## src/rtl/hookdet_pkg.sv

```systemverilog
package hookdet_pkg;

    // Debounced hook state
    typedef enum logic {
        HOOK_OPEN   = 1'b0,
        HOOK_CLOSED = 1'b1
    } hook_state_e;

    // Reset value of the debounce interval, in samples
    localparam int unsigned DBNC_RESET = 10;

    // Debouncer outputs as one bundle
    typedef struct packed {
        hook_state_e state;
        logic        change;
    } dbnc_out_t;

    // Effective run length: an interval of zero behaves as one
    function automatic int unsigned run_limit(input int unsigned ival);
        return (ival == 0) ? 1 : ival;
    endfunction

endpackage

```

## src/rtl/hookdet_lpf.sv

```systemverilog
module hookdet_lpf #(
    parameter int W     = 16,
    parameter int KW    = 16,
    parameter int SHIFT = 15
) (
    input  logic                clk,
    input  logic                rst,
    input  logic                en,
    input  logic signed [W-1:0] x,
    input  logic signed [KW-1:0] k,
    output logic signed [W-1:0] y
);
    localparam int DW = W + 1;     // width of the difference
    localparam int PW = DW + KW;   // width of the product
    localparam int SW = PW + 1;    // width of the sum

    logic signed [DW-1:0] diff;
    logic signed [PW-1:0] prod;
    logic signed [PW-1:0] step;
    logic signed [SW-1:0] sum;
    logic signed [W-1:0]  nxt;

    always_comb begin
        diff = DW'(x) - DW'(y);
        prod = PW'(diff) * PW'(k);
        step = prod >>> SHIFT;
        sum  = SW'(y) + SW'(step);
        // Clamp to the signed range of W bits
        if (sum[SW-1] && !(&sum[SW-2:W-1]))
            nxt = {1'b1, {(W-1){1'b0}}};
        else if (!sum[SW-1] && (|sum[SW-2:W-1]))
            nxt = {1'b0, {(W-1){1'b1}}};
        else
            nxt = sum[W-1:0];
    end

    always_ff @(posedge clk) begin
        if (rst)
            y <= '0;
        else if (en)
            y <= nxt;
    end
endmodule

```

## src/rtl/hookdet_debounce.sv

```systemverilog
module hookdet_debounce
    import hookdet_pkg::*;
#(
    parameter int CW   = 7,
    parameter int DFLT = DBNC_RESET
) (
    input  logic          clk,
    input  logic          rst,
    input  logic          eval,
    input  logic          raw,
    input  logic          ld,
    input  logic [CW-1:0] ld_val,
    output dbnc_out_t     dout
);
    localparam int LW = CW + 1;

    logic [CW-1:0] ival;
    logic [CW-1:0] cnt;
    logic [LW-1:0] lim;
    logic [LW-1:0] cnt_inc;

    always_comb begin
        lim     = LW'(run_limit(int'(ival)));
        cnt_inc = LW'(cnt) + LW'(1);
    end

    always_ff @(posedge clk) begin
        if (rst)
            ival <= CW'(DFLT);
        else if (ld)
            ival <= ld_val;
    end

    always_ff @(posedge clk) begin
        if (rst) begin
            cnt         <= '0;
            dout.state  <= HOOK_OPEN;
            dout.change <= 1'b0;
        end else begin
            dout.change <= 1'b0;
            if (eval) begin
                if (raw == logic'(dout.state)) begin
                    cnt <= '0;
                end else if (cnt_inc >= lim) begin
                    cnt         <= '0;
                    dout.state  <= hook_state_e'(raw);
                    dout.change <= 1'b1;
                end else begin
                    cnt <= cnt_inc[CW-1:0];
                end
            end
        end
    end
endmodule

```

## src/rtl/hook_detector.sv

```systemverilog
module hook_detector
    import hookdet_pkg::*;
#(
    parameter int W     = 16,
    parameter int KW    = 16,
    parameter int SHIFT = 15,
    parameter int CW    = 7
) (
    input  logic                 clk,
    input  logic                 rst,
    input  logic                 smp_valid,
    input  logic signed [W-1:0]  smp_cur,
    input  logic signed [W-1:0]  smp_volt,
    input  logic                 src_volt,
    input  logic signed [KW-1:0] coef,
    input  logic signed [W-1:0]  thresh,
    input  logic                 dbnc_we,
    input  logic [CW-1:0]        dbnc_val,
    output logic                 raw_det,
    output logic                 det,
    output logic                 chg_irq
);
    logic signed [W-1:0] src_smp;
    logic signed [W-1:0] filt;
    logic                eval_q;
    dbnc_out_t           dbo;

    assign src_smp = src_volt ? smp_volt : smp_cur;

    hookdet_lpf #(.W(W), .KW(KW), .SHIFT(SHIFT)) u_lpf (
        .clk (clk),
        .rst (rst),
        .en  (smp_valid),
        .x   (src_smp),
        .k   (coef),
        .y   (filt)
    );

    assign raw_det = (filt > thresh);

    // Evaluation happens one cycle after the filter takes a sample
    always_ff @(posedge clk) begin
        if (rst)
            eval_q <= 1'b0;
        else
            eval_q <= smp_valid;
    end

    hookdet_debounce #(.CW(CW)) u_dbnc (
        .clk    (clk),
        .rst    (rst),
        .eval   (eval_q),
        .raw    (raw_det),
        .ld     (dbnc_we),
        .ld_val (dbnc_val),
        .dout   (dbo)
    );

    assign det     = logic'(dbo.state);
    assign chg_irq = dbo.change;
endmodule

```

## config.mk

```make
export PLATFORM = sky130hd
export DESIGN_NAME = hook_detector
export DESIGN_NICKNAME = d
export VERILOG_FILES = /design/src/rtl/hookdet_pkg.sv /design/src/rtl/hookdet_lpf.sv /design/src/rtl/hookdet_debounce.sv /design/src/rtl/hook_detector.sv
export SDC_FILE = /design/constraint.sdc
export NUM_CORES = 1
export LEC_CHECK = 0
export ABC_AREA = 0
export ABC_CLOCK_PERIOD_IN_PS = 31700
export BUFFER_PORTS_ARGS = -buffer_cell sky130_fd_sc_hd__buf_4
export CAP_MARGIN = 30
export CORE_MARGIN = 8
export CORE_UTILIZATION = 25
export DETAILED_ROUTE_END_ITERATION = 16
export PLACE_DENSITY = 0.44
export SLEW_MARGIN = 30
export SYNTH_ARGS = -nofsm -noshare
export SYNTH_HDL_FRONTEND = slang
export SYNTH_SLANG_ARGS = --single-unit
```

## constraint.sdc

```tcl
create_clock -name clk -period 31.7 [get_ports clk]
set_input_delay 6.34 -clock clk [delete_from_list [all_inputs] [get_ports clk]]
set_output_delay 6.34 -clock clk [all_outputs]
set_load 0.01 [all_outputs]
```

-- After elaboration in Yosys (flattened, before gate mapping)
Cells that the tools add are included.
- add/sub/neg operators: 3
- multipliers: 1
- magnitude comparators: 2
- equal/unequal tests: 1
- muxes and demuxes: 7
- bitwise gates (word level): 2
- reduce and logical (&&, ||, !) cells: 9
- operators with widths (cell ; number):
    two-way mux 16 bit ; 3
    multiplier 17 x 16 -> 33 bit ; 1
    two-way mux 7 bit ; 3
    adder 16 x 18 -> 19 bit ; 1
    AND reduction 18 bit ; 1
    OR reduction 18 bit ; 1
    subtractor 16 x 16 -> 17 bit ; 1
    greater-than comparator 16 bit ; 1
    adder 7 x 1 -> 8 bit (second input constant) ; 1
    >= comparator 8 bit ; 1
    logical NOT 7 bit ; 1
    AND reduction 3 bit ; 1
    OR reduction 3 bit ; 1
    logical AND 1 bit ; 2
    logical NOT 1 bit ; 2
    inverter 1 bit ; 2
    equality test 1 bit ; 1
    two-way mux 1 bit ; 1
- register bits: 33
- bits of input ports: 76
- output and inout bits: 3
- logic and storage cells: 31

-- Longest topological paths before layout
Gate-level depths: netlist of run 1.
- depth after elaboration: 8
- mapped depth: 47
- depth with buffers taken out: 43

-- Modules after synthesis
From an unflattened synthesis of run 1, not the netlist that was laid out.
- cells, all modules: 1593
- area total of the unflattened synthesis: 13878.3 µm²
- modules (own cells, without submodules) (module ; instances ; cells an instance ; area each (µm²) ; sequential area each (µm²)):
    hookdet_lpf ; 1 ; 1414 ; 12305.6 ; 320.3
    hookdet_debounce ; 1 ; 101 ; 939.7 ; 320.3
    hook_detector ; 1 ; 78 ; 633.1 ; 20.0

-- Worst setup path before layout of run 1
OpenSTA, ideal clock, no wires.
- kind: input -> register
- from: in src_volt
- to: reg u_lpf.y[0]
- setup time: 75 ps
- arrival time: 16755 ps
- required time: 31625 ps
- setup slack: 14870 ps
- stages: 42
- buffers on the path: 3
- cell sequence: clkbuf_1 > buf_1 > mux2i_1 > ha_1 > inv_1 > fa_1 > a21oi_1 > o21bai_1 > a21oi_1 > o21ai_1 > a211o_1 > o31a_1 > xor2_1 > clkbuf_1 > nand2_1 > fa_1 > fa_1 > fa_1 > [6 not listed] > ha_1 > a21o_1 > a211o_1 > o41a_1 > a41o_4 > a31oi_1 > o21ai_1 > xnor2_1 > ha_1 > a21o_1 > a21o_1 > a221oi_2 > o31ai_1 > o31ai_2 > xnor2_1 > o41ai_4 > a22oi_1 > o21ai_0
- word-level cells in the longest chain between the ends: 8
- elaborated cells on any way between the ends: 12
- classes of those cells: add/sub: 2; mul: 1; mux: 3; reduce/logical: 6
- RTL lines (element ; RTL line ; RTL):
    from (decl) ; hook_detector.sv:14 ; input logic src_volt,
    two-way mux 16 bit (*) ; hook_detector.sv:28 ; assign src_smp = src_volt ? smp_volt : smp_cur;
    subtractor 16 x 16 -> 17 bit (*) ; hookdet_lpf.sv:24 ; diff = DW'(x) - DW'(y);
    multiplier 17 x 16 -> 33 bit (*) ; hookdet_lpf.sv:25 ; prod = PW'(diff) * PW'(k);
    adder 16 x 18 -> 19 bit (*) ; hookdet_lpf.sv:27 ; sum = SW'(y) + SW'(step);
    OR reduction 18 bit, or another cell as far along ; hookdet_lpf.sv:31 ; else if (!sum[SW-1] && (|sum[SW-2:W-1]))
    logical AND 1 bit or logical NOT 1 bit (tied branches) ; hookdet_lpf.sv:31, hookdet_lpf.sv:29 ;
    two-way mux 16 bit or logical AND 1 bit (tied branches) ; hookdet_lpf.sv:31, hookdet_lpf.sv:29 ;
    two-way mux 16 bit (*) ; hookdet_lpf.sv:29 ; if (sum[SW-1] && !(&sum[SW-2:W-1]))
    to (signal assigned) ; hookdet_lpf.sv:41 ; y <= nxt;
    to (decl) ; hookdet_lpf.sv:11 ; output logic signed [W-1:0] y
Mark *: on every way between the ends. The rest lies on a longest branch, timed or not.
A chain may end at the register's enable or synchronous reset.

-- Worst setup path after layout of run 1
Ends and elaborated chain as after synthesis.

==> results of run 1 <==
## synthesized netlist by cell type, drive strengths merged (6+ instances only)
cell	number	area, µm²
a211oi	9	72.57
a21o	28	211.5
a21oi	44	227.7
a22oi	11	82.58
a311oi	13	113.9
a31o	7	61.31
a31oi	12	90.09
and2	98	614.3
and3	15	93.84
buf	15	65.06
clkbuf	63	236.5
dfxtp	33	660.6
fa	270	5405
ha	142	1777
inv	364	1366
mux2	16	180.2
mux2i	8	80.08
nand2	172	645.6
nand2b	20	125.1
nand3	63	315.3
nor2	51	193.9
nor2b	29	181.4
nor3	8	45.04
nor4	12	75.07
o2111ai	6	52.55
o21a	9	67.56
o21ai	38	190.2
o21bai	8	60.06
o311ai	7	68.82
o31ai	8	93.84
xnor2	48	420.4
xor2	16	140.1
## through the flow
stage	hold WS [ps]	setup slack (ps)	area, µm²
final	485.8	14330	15980
after global routing	513.7	13480	15980
after CTS	488.1	14250	15980
after detailed placement	479.9	13990	15850
after global placement	473.7	14190	15840
after floorplan	453.5	14870	14450
## state kept, by name, indices dropped and copies added (netlist names)
register / flops
u_dbnc.ival: 7
eval_q: 1
u_lpf.y: 16
u_dbnc.cnt: 7
u_dbnc.dout: 2
## worst max-delay path: cells and delay by family
kind	cells	cell delay, ps
simple gates	5	870
compound gates	19	4750
buf+inv	4	360
mux	1	250
fa+ha+maj	9	4100
xor+xnor	3	870
## cell type report
| type | count | area (µm²) | share of cell area |
|---|---|---|---|
| inverters | 364 | 1366 | 0.08551 |
| clock inverters | 1 | 5.005 | 0.0003132 |
| repair buffers | 96 | 720.7 | 0.04510 |
| clock buffers | 5 | 125.1 | 0.007830 |
| multi-input cells | 1214 | 12140 | 0.7600 |
| well taps | 765 | 957.2 | 0.05990 |
| flip-flops and latches | 33 | 660.6 | 0.04134 |
## cells in the final DEF (no fill, tap or decap), types with 16 or more instances in the layout
cell and count:
ha_1 141, nand3_1 63, a21oi_1 42, fa_1 270, nor2_1 50, dfxtp_1 33
mux2_2 16, a21o_1 27, xnor2_1 47, inv_1 364, nand2b_1 20, nand2_1 172
and2_1 97, nor2b_1 29, buf_4 96, o21ai_0 33
## logic make-up (layout without fill, tap and decap cells)
kind of cell / Yosys count / in the layout / share of synthesized area
AND/OR/NAND/NOR: 488 / 488 / 0.1687
flip-flops: 33 / 33 / 0.04572
AO/OA/AOI/OAI: 225 / 225 / 0.1156
buffers and inverters: 442 / 466 / 0.1154
adder cells (fa/ha/maj): 413 / 413 / 0.4977
multiplexers: 24 / 24 / 0.01801
XOR/XNOR: 64 / 64 / 0.03879
## how the worst min path moves through the flow
stage,start,endpoint,slack (ps)
floorplan,u_dbnc.cnt[1],u_dbnc.cnt[1],450
global placement,u_dbnc.cnt[1],u_dbnc.cnt[1],470
detailed placement,u_dbnc.cnt[1],u_dbnc.cnt[1],480
CTS,u_dbnc.cnt[1],u_dbnc.cnt[1],490
global route,u_dbnc.cnt[1],u_dbnc.cnt[1],510
finish,u_dbnc.cnt[1],u_dbnc.cnt[1],490
## routing by layer
layer | part of all wire | up-vias | GRT usage
li1 | - | 5368 | -
met1 | 0.45 | 5702 | 0.1616
met2 | 0.51 | 167 | 0.2245
met3 | 0.023 | 41 | 0.008643
met4 | 0.016 | 0 | 0.02231
met5 | 0 | - | 0
==> flow_metrics.env, run 1 <==
export IMPL_endpoint_kind="flop"
export IMPL_track_usage=0.1239
export IMPL_clkLatencyLatePin_ps=280
export IMPL_wl_um=40860
export IMPL_yosysWarnings=0
export IMPL_io_pins=79
export IMPL_detail_route_first_pass_iterations=5
export IMPL_min_period_ps=17370
export IMPL_avgViaCountPerCell=4.551
export IMPL_cp_arrival_ps=17560
export IMPL_antenna_found_initial=0
export IMPL_min_path_type="reg2reg"
export IMPL_cp_common_cell="fa_1"
export IMPL_setup_violations=0
export IMPL_synth_cells=1689
export IMPL_relSlewSlack=0.3659
export IMPL_clockBufferDepth=2
export IMPL_grt_pass1_wl_um=66270
export IMPL_syn_area_um2=14450
export IMPL_r2r_slack_ps=20470
export IMPL_outcome="complete, no violations"
export IMPL_rr_startpoint="u_lpf.y[1]"
export IMPL_synth_seq_cells=33
export IMPL_root_buffer="clkbuf_16"
export IMPL_maxClockFrequency_ghz=0.05758
export IMPL_synth_edff_count=0
export IMPL_crit_fanout=23
export IMPL_cpPeakStageDelay_ps=790
export IMPL_final_util=0.2780
export IMPL_start_util=0.2514
export IMPL_fin_cells=2478
export IMPL_cp_required_ps=31890
export IMPL_cts_sinks=33
export IMPL_clock_skew_ps=7.365
export IMPL_finalCritPeriodShare=0.5479
export IMPL_syn_nets=2177
export IMPL_grt_pass1_vias=12250
export IMPL_worstMarginPinSlew_ps=939.2
export IMPL_placeableCoreArea_um2=57480
export IMPL_place_inst=2472
export IMPL_die_area_um2=65740
export IMPL_final_max_slew_viol_count=0
export IMPL_drtIter0Drc=498
export IMPL_worst_setup_path_type="in2reg"
export IMPL_holdPathStages=2
export IMPL_synth_cell_types=71
export IMPL_gp_congestion=0.7916
export IMPL_r2r_cells=38
export IMPL_cts_hold_buf=0
export IMPL_io_buffers=78
export IMPL_gr_total_overflow=0
export IMPL_cp_endpoint="u_lpf.y[0]"
export IMPL_cts_setup_buffers=0
export IMPL_fillers=6315
export IMPL_ant_nets=0
export IMPL_die_h_um=256.4
export IMPL_grt_max_degree=33
export IMPL_syn_to_final_growth_pct=10.59
export IMPL_drive_above_1_share=0.08873
export IMPL_nets=2202
export IMPL_drc=0
export IMPL_vias=11280
export IMPL_slowest_stage="fa_1"
export IMPL_htreeDepth=2
export IMPL_diodes=0
export IMPL_seq_area_frac_synth=0.04572
export IMPL_numCtsBuffers=5
export IMPL_ys_flop_type="dfxtp_1"
export IMPL_hold_violations=0
export IMPL_setup_tns_ps=0
export IMPL_reg2reg_to="u_lpf.y[0]"
export IMPL_hpwl_um=33250
export IMPL_async_flop_share=0
export IMPL_maxCapViolations=0
export IMPL_clk_pin_slew_worst_paths_ps=50
export IMPL_cts_tree="built"
export IMPL_rows=88
export IMPL_cts_resized_gates=0
export IMPL_die_w_um=256.4
export IMPL_rsz0062_at_grt="false"
export IMPL_startpoint="src_volt"
export IMPL_drt_wirelength_per_cell_um=16.49
export IMPL_critPathLaunchType="input pin"
export IMPL_syn_area_per_cell_um2=8.555
Power of run 1 is left out: the tool's default activity adds up to more than one toggle a clock period on the data nets, which glitch-free logic cannot reach.
==> run 2: changes to the inputs <==
Settings changed: ABC_CLOCK_PERIOD_IN_PS 31700 to 16000.
Clock period 31.7 ns to 16 ns, I/O delays scaled along.
==> run 2 against run 1 <==
Against the previous run:
- non-clock buffer count unchanged
- register-to-register slack worse by 16000 ps
- sequential share of layout area about the same
- die area stayed put
- sequential cell count is the same
- core utilization grew 0.087 points
- final area is 0.31% higher
- clock skew about the same
- critical endpoint unchanged
- highest routed layer unchanged
==> flow_metrics.env, run 2 (synthesis results as in run 1) <==
export IMPL_outcome="complete, no violations"
export IMPL_crit_fanout=23
export IMPL_dp_slack_ps=1418
export IMPL_fin_area_um2=16030
export IMPL_rows=88
export IMPL_clk_pin_slew_worst_paths_ps=60
export IMPL_min_to="u_dbnc.cnt[1]"
export IMPL_drc=0
export IMPL_timing_final_ws_setup_ps=1711
export IMPL_die_area_um2=65740
export IMPL_die_h_um=256.4
export IMPL_cts_resized_gates=0
export IMPL_cp_required_ps=16210
export IMPL_grtUsageMet3=0.008053
export IMPL_critPathLaunchType="input pin"
export IMPL_io_pins=79
export IMPL_maxClockFrequency_ghz=0.06998
export IMPL_hpwl_um=33570
export IMPL_grt_pass1_vias=12240
export IMPL_cp_common_cell="fa_1"
export IMPL_start_util=0.2514
export IMPL_root_buffer="clkbuf_16"
export IMPL_gp_congestion=0.7992
export IMPL_detail_route_first_pass_iterations=5
export IMPL_final_cell_mix="inv_1, fa_1, nand2_1"
export IMPL_avgViaCountPerCell=4.542
export IMPL_met2_usage=0.2267
export IMPL_worst_setup_path_type="in2reg"
export IMPL_rr_startpoint="u_lpf.y[1]"
export IMPL_r2r_slack_ps=4720
export IMPL_die_w_um=256.4
export IMPL_min_period_ps=14290
export IMPL_cts_sinks=33
export IMPL_cpPeakStageDelay_ps=790
export IMPL_r2r_cells=38
export IMPL_cp_arrival_ps=14500
export IMPL_clockBufferDepth=2
export IMPL_holdPathStages=2
export IMPL_finalCritPeriodShare=0.8931
export IMPL_grt_pass1_wl_um=67550
export IMPL_nets=2202
export IMPL_cts_setup_buffers=0
export IMPL_maxCapViolations=0
export IMPL_top_register="u_lpf.y"
export IMPL_fillers=6329
export IMPL_cts_hold_buf=0
export IMPL_numCtsBuffers=5
export IMPL_vias=11280
export IMPL_endpoint_kind="flop"
export IMPL_hold_violations=0
export IMPL_clkLatencyLatePin_ps=280
export IMPL_grt_busiest_layer="met2"
export IMPL_largest_reg_flops=16
export IMPL_reg2reg_to="u_lpf.y[0]"
export IMPL_setup_tns_ps=0
export IMPL_wl_um=41410
export IMPL_hp_start="u_dbnc.cnt[1]"
export IMPL_reg_top3="u_lpf.y: 16 flops, u_dbnc.cnt: 7 flops, u_dbnc.ival: 7 flops"
export IMPL_final_max_slew_viol_count=0
export IMPL_path_depth=41
export IMPL_setup_violations=0
export IMPL_antenna_found_initial=1
export IMPL_slowest_stage="o31ai_4"
export IMPL_clock_skew_ps=7.846
export IMPL_layout_commonest_cell="inv_1"
export IMPL_ant_nets=0
export IMPL_grt_max_degree=33
export IMPL_min_path_type="reg2reg"
export IMPL_htreeDepth=2
export IMPL_cts_tree="built"
export IMPL_syn_to_final_growth_pct=10.94
export IMPL_drive_above_1_share=0.08921
export IMPL_crit_family="compound AO/OA/AOI/OAI gates"
export IMPL_drt_wirelength_per_cell_um=16.68
export IMPL_worstMarginPinSlew_ps=886.3
export IMPL_placed_area_um2=15850
export IMPL_placeableCoreArea_um2=57480
export IMPL_rsz0062_at_grt="false"
export IMPL_drtIter0Drc=472
export IMPL_crit_buf_inv=4
export IMPL_track_usage=0.1269
export IMPL_relSlewSlack=0.4016
export IMPL_met1_usage=0.1687
export IMPL_gr_total_overflow=0
export IMPL_io_buffers=78
-- run 2: changes by cell type in the layout (fill, tap and decap cells not counted) --
cell       change
clkinv_2       -1
bufinv_16      +1
clkbuf_1       +1
clkbuf_8       +1
diode_2        +3
-- run 2: metal layers --
metal	routed length, µm	up-vias
met2	21140	173
met4	697	0
met5	0	-
met3	1089	38
li1	-	5382
met1	18490	5685
-- run 2: layout make-up --
| class | instances | area, µm² | share of cell area |
|---|---|---|---|
| Tap cell | 765 | 957.2 | 0.05971 |
| Clock buffer | 7 | 142.6 | 0.008899 |
| Antenna cell | 3 | 7.507 | 0.0004683 |
| Sequential cell | 33 | 660.6 | 0.04121 |
| Clock inverter | 1 | 30.03 | 0.001873 |
| Inverter | 364 | 1366 | 0.08524 |
| Multi-Input combinational cell | 1214 | 12140 | 0.7576 |
| Timing Repair Buffer | 96 | 720.7 | 0.04496 |
-- run 2: how the worst max path moves through the flow --
stage / startpoint / endpoint
2_1_floorplan: src_volt / u_lpf.y[0]
3_3_place_gp: src_volt / u_lpf.y[3]
3_5_place_dp: src_volt / u_lpf.y[0]
4_1_cts: src_volt / u_lpf.y[0]
5_1_grt: src_volt / u_lpf.y[4]
6_report: src_volt / u_lpf.y[0]
-- run 2: worst min-delay path, stage by stage, from the launching register on --
cell     delay, ps
dfxtp_1        320
nand2_1         60
a21oi_1         50
-- run 2: through the flow --
stage                       util  cells  hold WS (ps)
after CTS                 0.2787   2480         489.0
after global routing      0.2788   2480         515.8
final                     0.2789   2483         481.0
after floorplan                -   1689         453.5
after global placement    0.2756   2472         472.6
after detailed placement  0.2757   2472         481.0
Power of run 2 is left out for the same reason.
==> run 3: changes to the inputs <==
Settings changed: CORE_ASPECT_RATIO set to 1.25.
==> run 3 against run 2 <==
Against the previous run:
- final area is 0.11% lower
- wire length is 3.5% higher
- via count is 1.3% higher
- register-to-register slack worse by 40 ps
- maximum frequency is 0.35% lower
- setup slack worse by 50 ps
- critical path type unchanged
- highest routed layer unchanged
==> flow_metrics.env, run 3 (synthesis results as in run 1) <==
export IMPL_outcome="complete, no violations"
export IMPL_endpoint_kind="flop"
export IMPL_cpPeakStageDelay_ps=810
export IMPL_antenna_found_initial=1
export IMPL_nets=2204
export IMPL_clkLatencyLatePin_ps=280
export IMPL_grt_pass1_vias=12280
export IMPL_die_w_um=231.0
export IMPL_syn_to_final_growth_pct=10.82
export IMPL_drive_above_1_share=0.09027
export IMPL_cts_setup_buffers=0
export IMPL_setup_violations=0
export IMPL_rr_startpoint="u_lpf.y[0]"
export IMPL_cts_resized_gates=0
export IMPL_avgViaCountPerCell=4.632
export IMPL_layout_commonest_cell="inv_1"
export IMPL_die_h_um=284.8
export IMPL_numCtsBuffers=5
export IMPL_final_max_slew_viol_count=0
export IMPL_gp_congestion=0.7973
export IMPL_worst_setup_path_type="in2reg"
export IMPL_r2r_cells=39
export IMPL_clock_skew_ps=6.803
export IMPL_hpwl_um=34460
export IMPL_drt_wirelength_per_cell_um=17.38
export IMPL_relSlewSlack=0.4306
export IMPL_rows=98
export IMPL_cts_tree="built"
export IMPL_die_area_um2=65790
export IMPL_timing_final_ws_setup_ps=1661
export IMPL_io_buffers=78
export IMPL_min_period_ps=14340
export IMPL_cp_common_cell="fa_1"
export IMPL_cp_required_ps=16200
export IMPL_drc=0
export IMPL_io_pins=79
export IMPL_top_register="u_lpf.y"
export IMPL_grt_max_degree=33
export IMPL_wl_um=42870
export IMPL_grt_pass1_wl_um=68580
export IMPL_ant_nets=0
export IMPL_cts_hold_buf=0
export IMPL_track_usage=0.1311
export IMPL_reg_top3="u_lpf.y: 16 flops, u_dbnc.cnt: 7 flops, u_dbnc.ival: 7 flops"
export IMPL_vias=11430
export IMPL_final_cell_mix="inv_1, fa_1, nand2_1"
export IMPL_diodes=0
export IMPL_hp_start="u_dbnc.cnt[1]"
export IMPL_slowest_stage="fa_1"
export IMPL_clk_pin_slew_worst_paths_ps=50
export IMPL_clockBufferDepth=2
export IMPL_maxClockFrequency_ghz=0.06974
export IMPL_largest_reg_flops=16
export IMPL_finalCritPeriodShare=0.8962
export IMPL_cts_sinks=33
export IMPL_gr_total_overflow=0
export IMPL_maxCapViolations=0
export IMPL_cp_arrival_ps=14540
export IMPL_placeableCoreArea_um2=57140
export IMPL_fillers=6309
export IMPL_setup_tns_ps=0
export IMPL_start_util=0.2529
export IMPL_critPathLaunchType="input pin"
export IMPL_dp_slack_ps=1351
export IMPL_htreeDepth=2
export IMPL_hold_violations=0
export IMPL_rsz0062_at_grt="false"
export IMPL_worstMarginPinSlew_ps=852.3
export IMPL_min_path_type="reg2reg"
export IMPL_holdPathStages=2
export IMPL_detail_route_first_pass_iterations=5
export IMPL_root_buffer="clkbuf_16"
export IMPL_startpoint="src_volt"
export IMPL_crit_fanout=23
export IMPL_drtIter0Drc=570
run 3: changes by cell type in the layout (fill, tap and decap cells not counted), sizes merged:
| cell | change |
|---|---|
| buf | +2 |
| diode | -3 |
run 3: per-layer routing:
| layer | part of all wire | global-route usage | vias to the layer above | routed length (µm) |
|---|---|---|---|---|
| met5 | 0 | 0 | - | 0 |
| met4 | 0.021 | 0.02711 | 0 | 893 |
| met3 | 0.020 | 0.009935 | 44 | 858 |
| met2 | 0.56 | 0.2556 | 182 | 23820 |
| met1 | 0.40 | 0.1534 | 5823 | 17300 |
| li1 | - | - | 5379 | - |
run 3: path summary, 6_finish.rpt:
check / end / slack, ps
worst max-delay path: u_lpf.y[1] / 1660
worst min-delay path: u_dbnc.cnt[1] / 480
worst min register to register: u_dbnc.cnt[1] / 480
worst max register to register: u_lpf.y[1] / 4680
run 3: worst max-delay path, delay by kind of cell:
kind | cells | cell delay [ps]
buf+inv | 4 | 400
simple gates | 5 | 880
fa+ha+maj | 9 | 4090
xor+xnor | 3 | 930
compound gates | 19 | 4790
mux | 1 | 230
run 3: layout make-up:
cell class / instances / area, µm² / area share
clock buffer: 7 / 142.6 / 0.008908
clock inverter: 1 / 30.03 / 0.001875
inverter: 364 / 1366 / 0.08533
multi-input combinational: 1214 / 12140 / 0.7581
sequential: 33 / 660.6 / 0.04126
tap: 750 / 938.4 / 0.05861
timing repair buffer: 98 / 735.7 / 0.04595
run 3: through the flow:
step                      instance area (µm²)  hold slack [ps]  instances    util
after floorplan                         14450            453.5       1689       -
after global placement                  15840            468.2       2459  0.2772
after detailed placement                15840            470.2       2459  0.2772
after CTS                               16010            479.1       2467  0.2802
after global routing                    16010            492.7       2467  0.2802
final                                   16010            480.1       2467  0.2802
Power of run 3 is left out for the same reason.
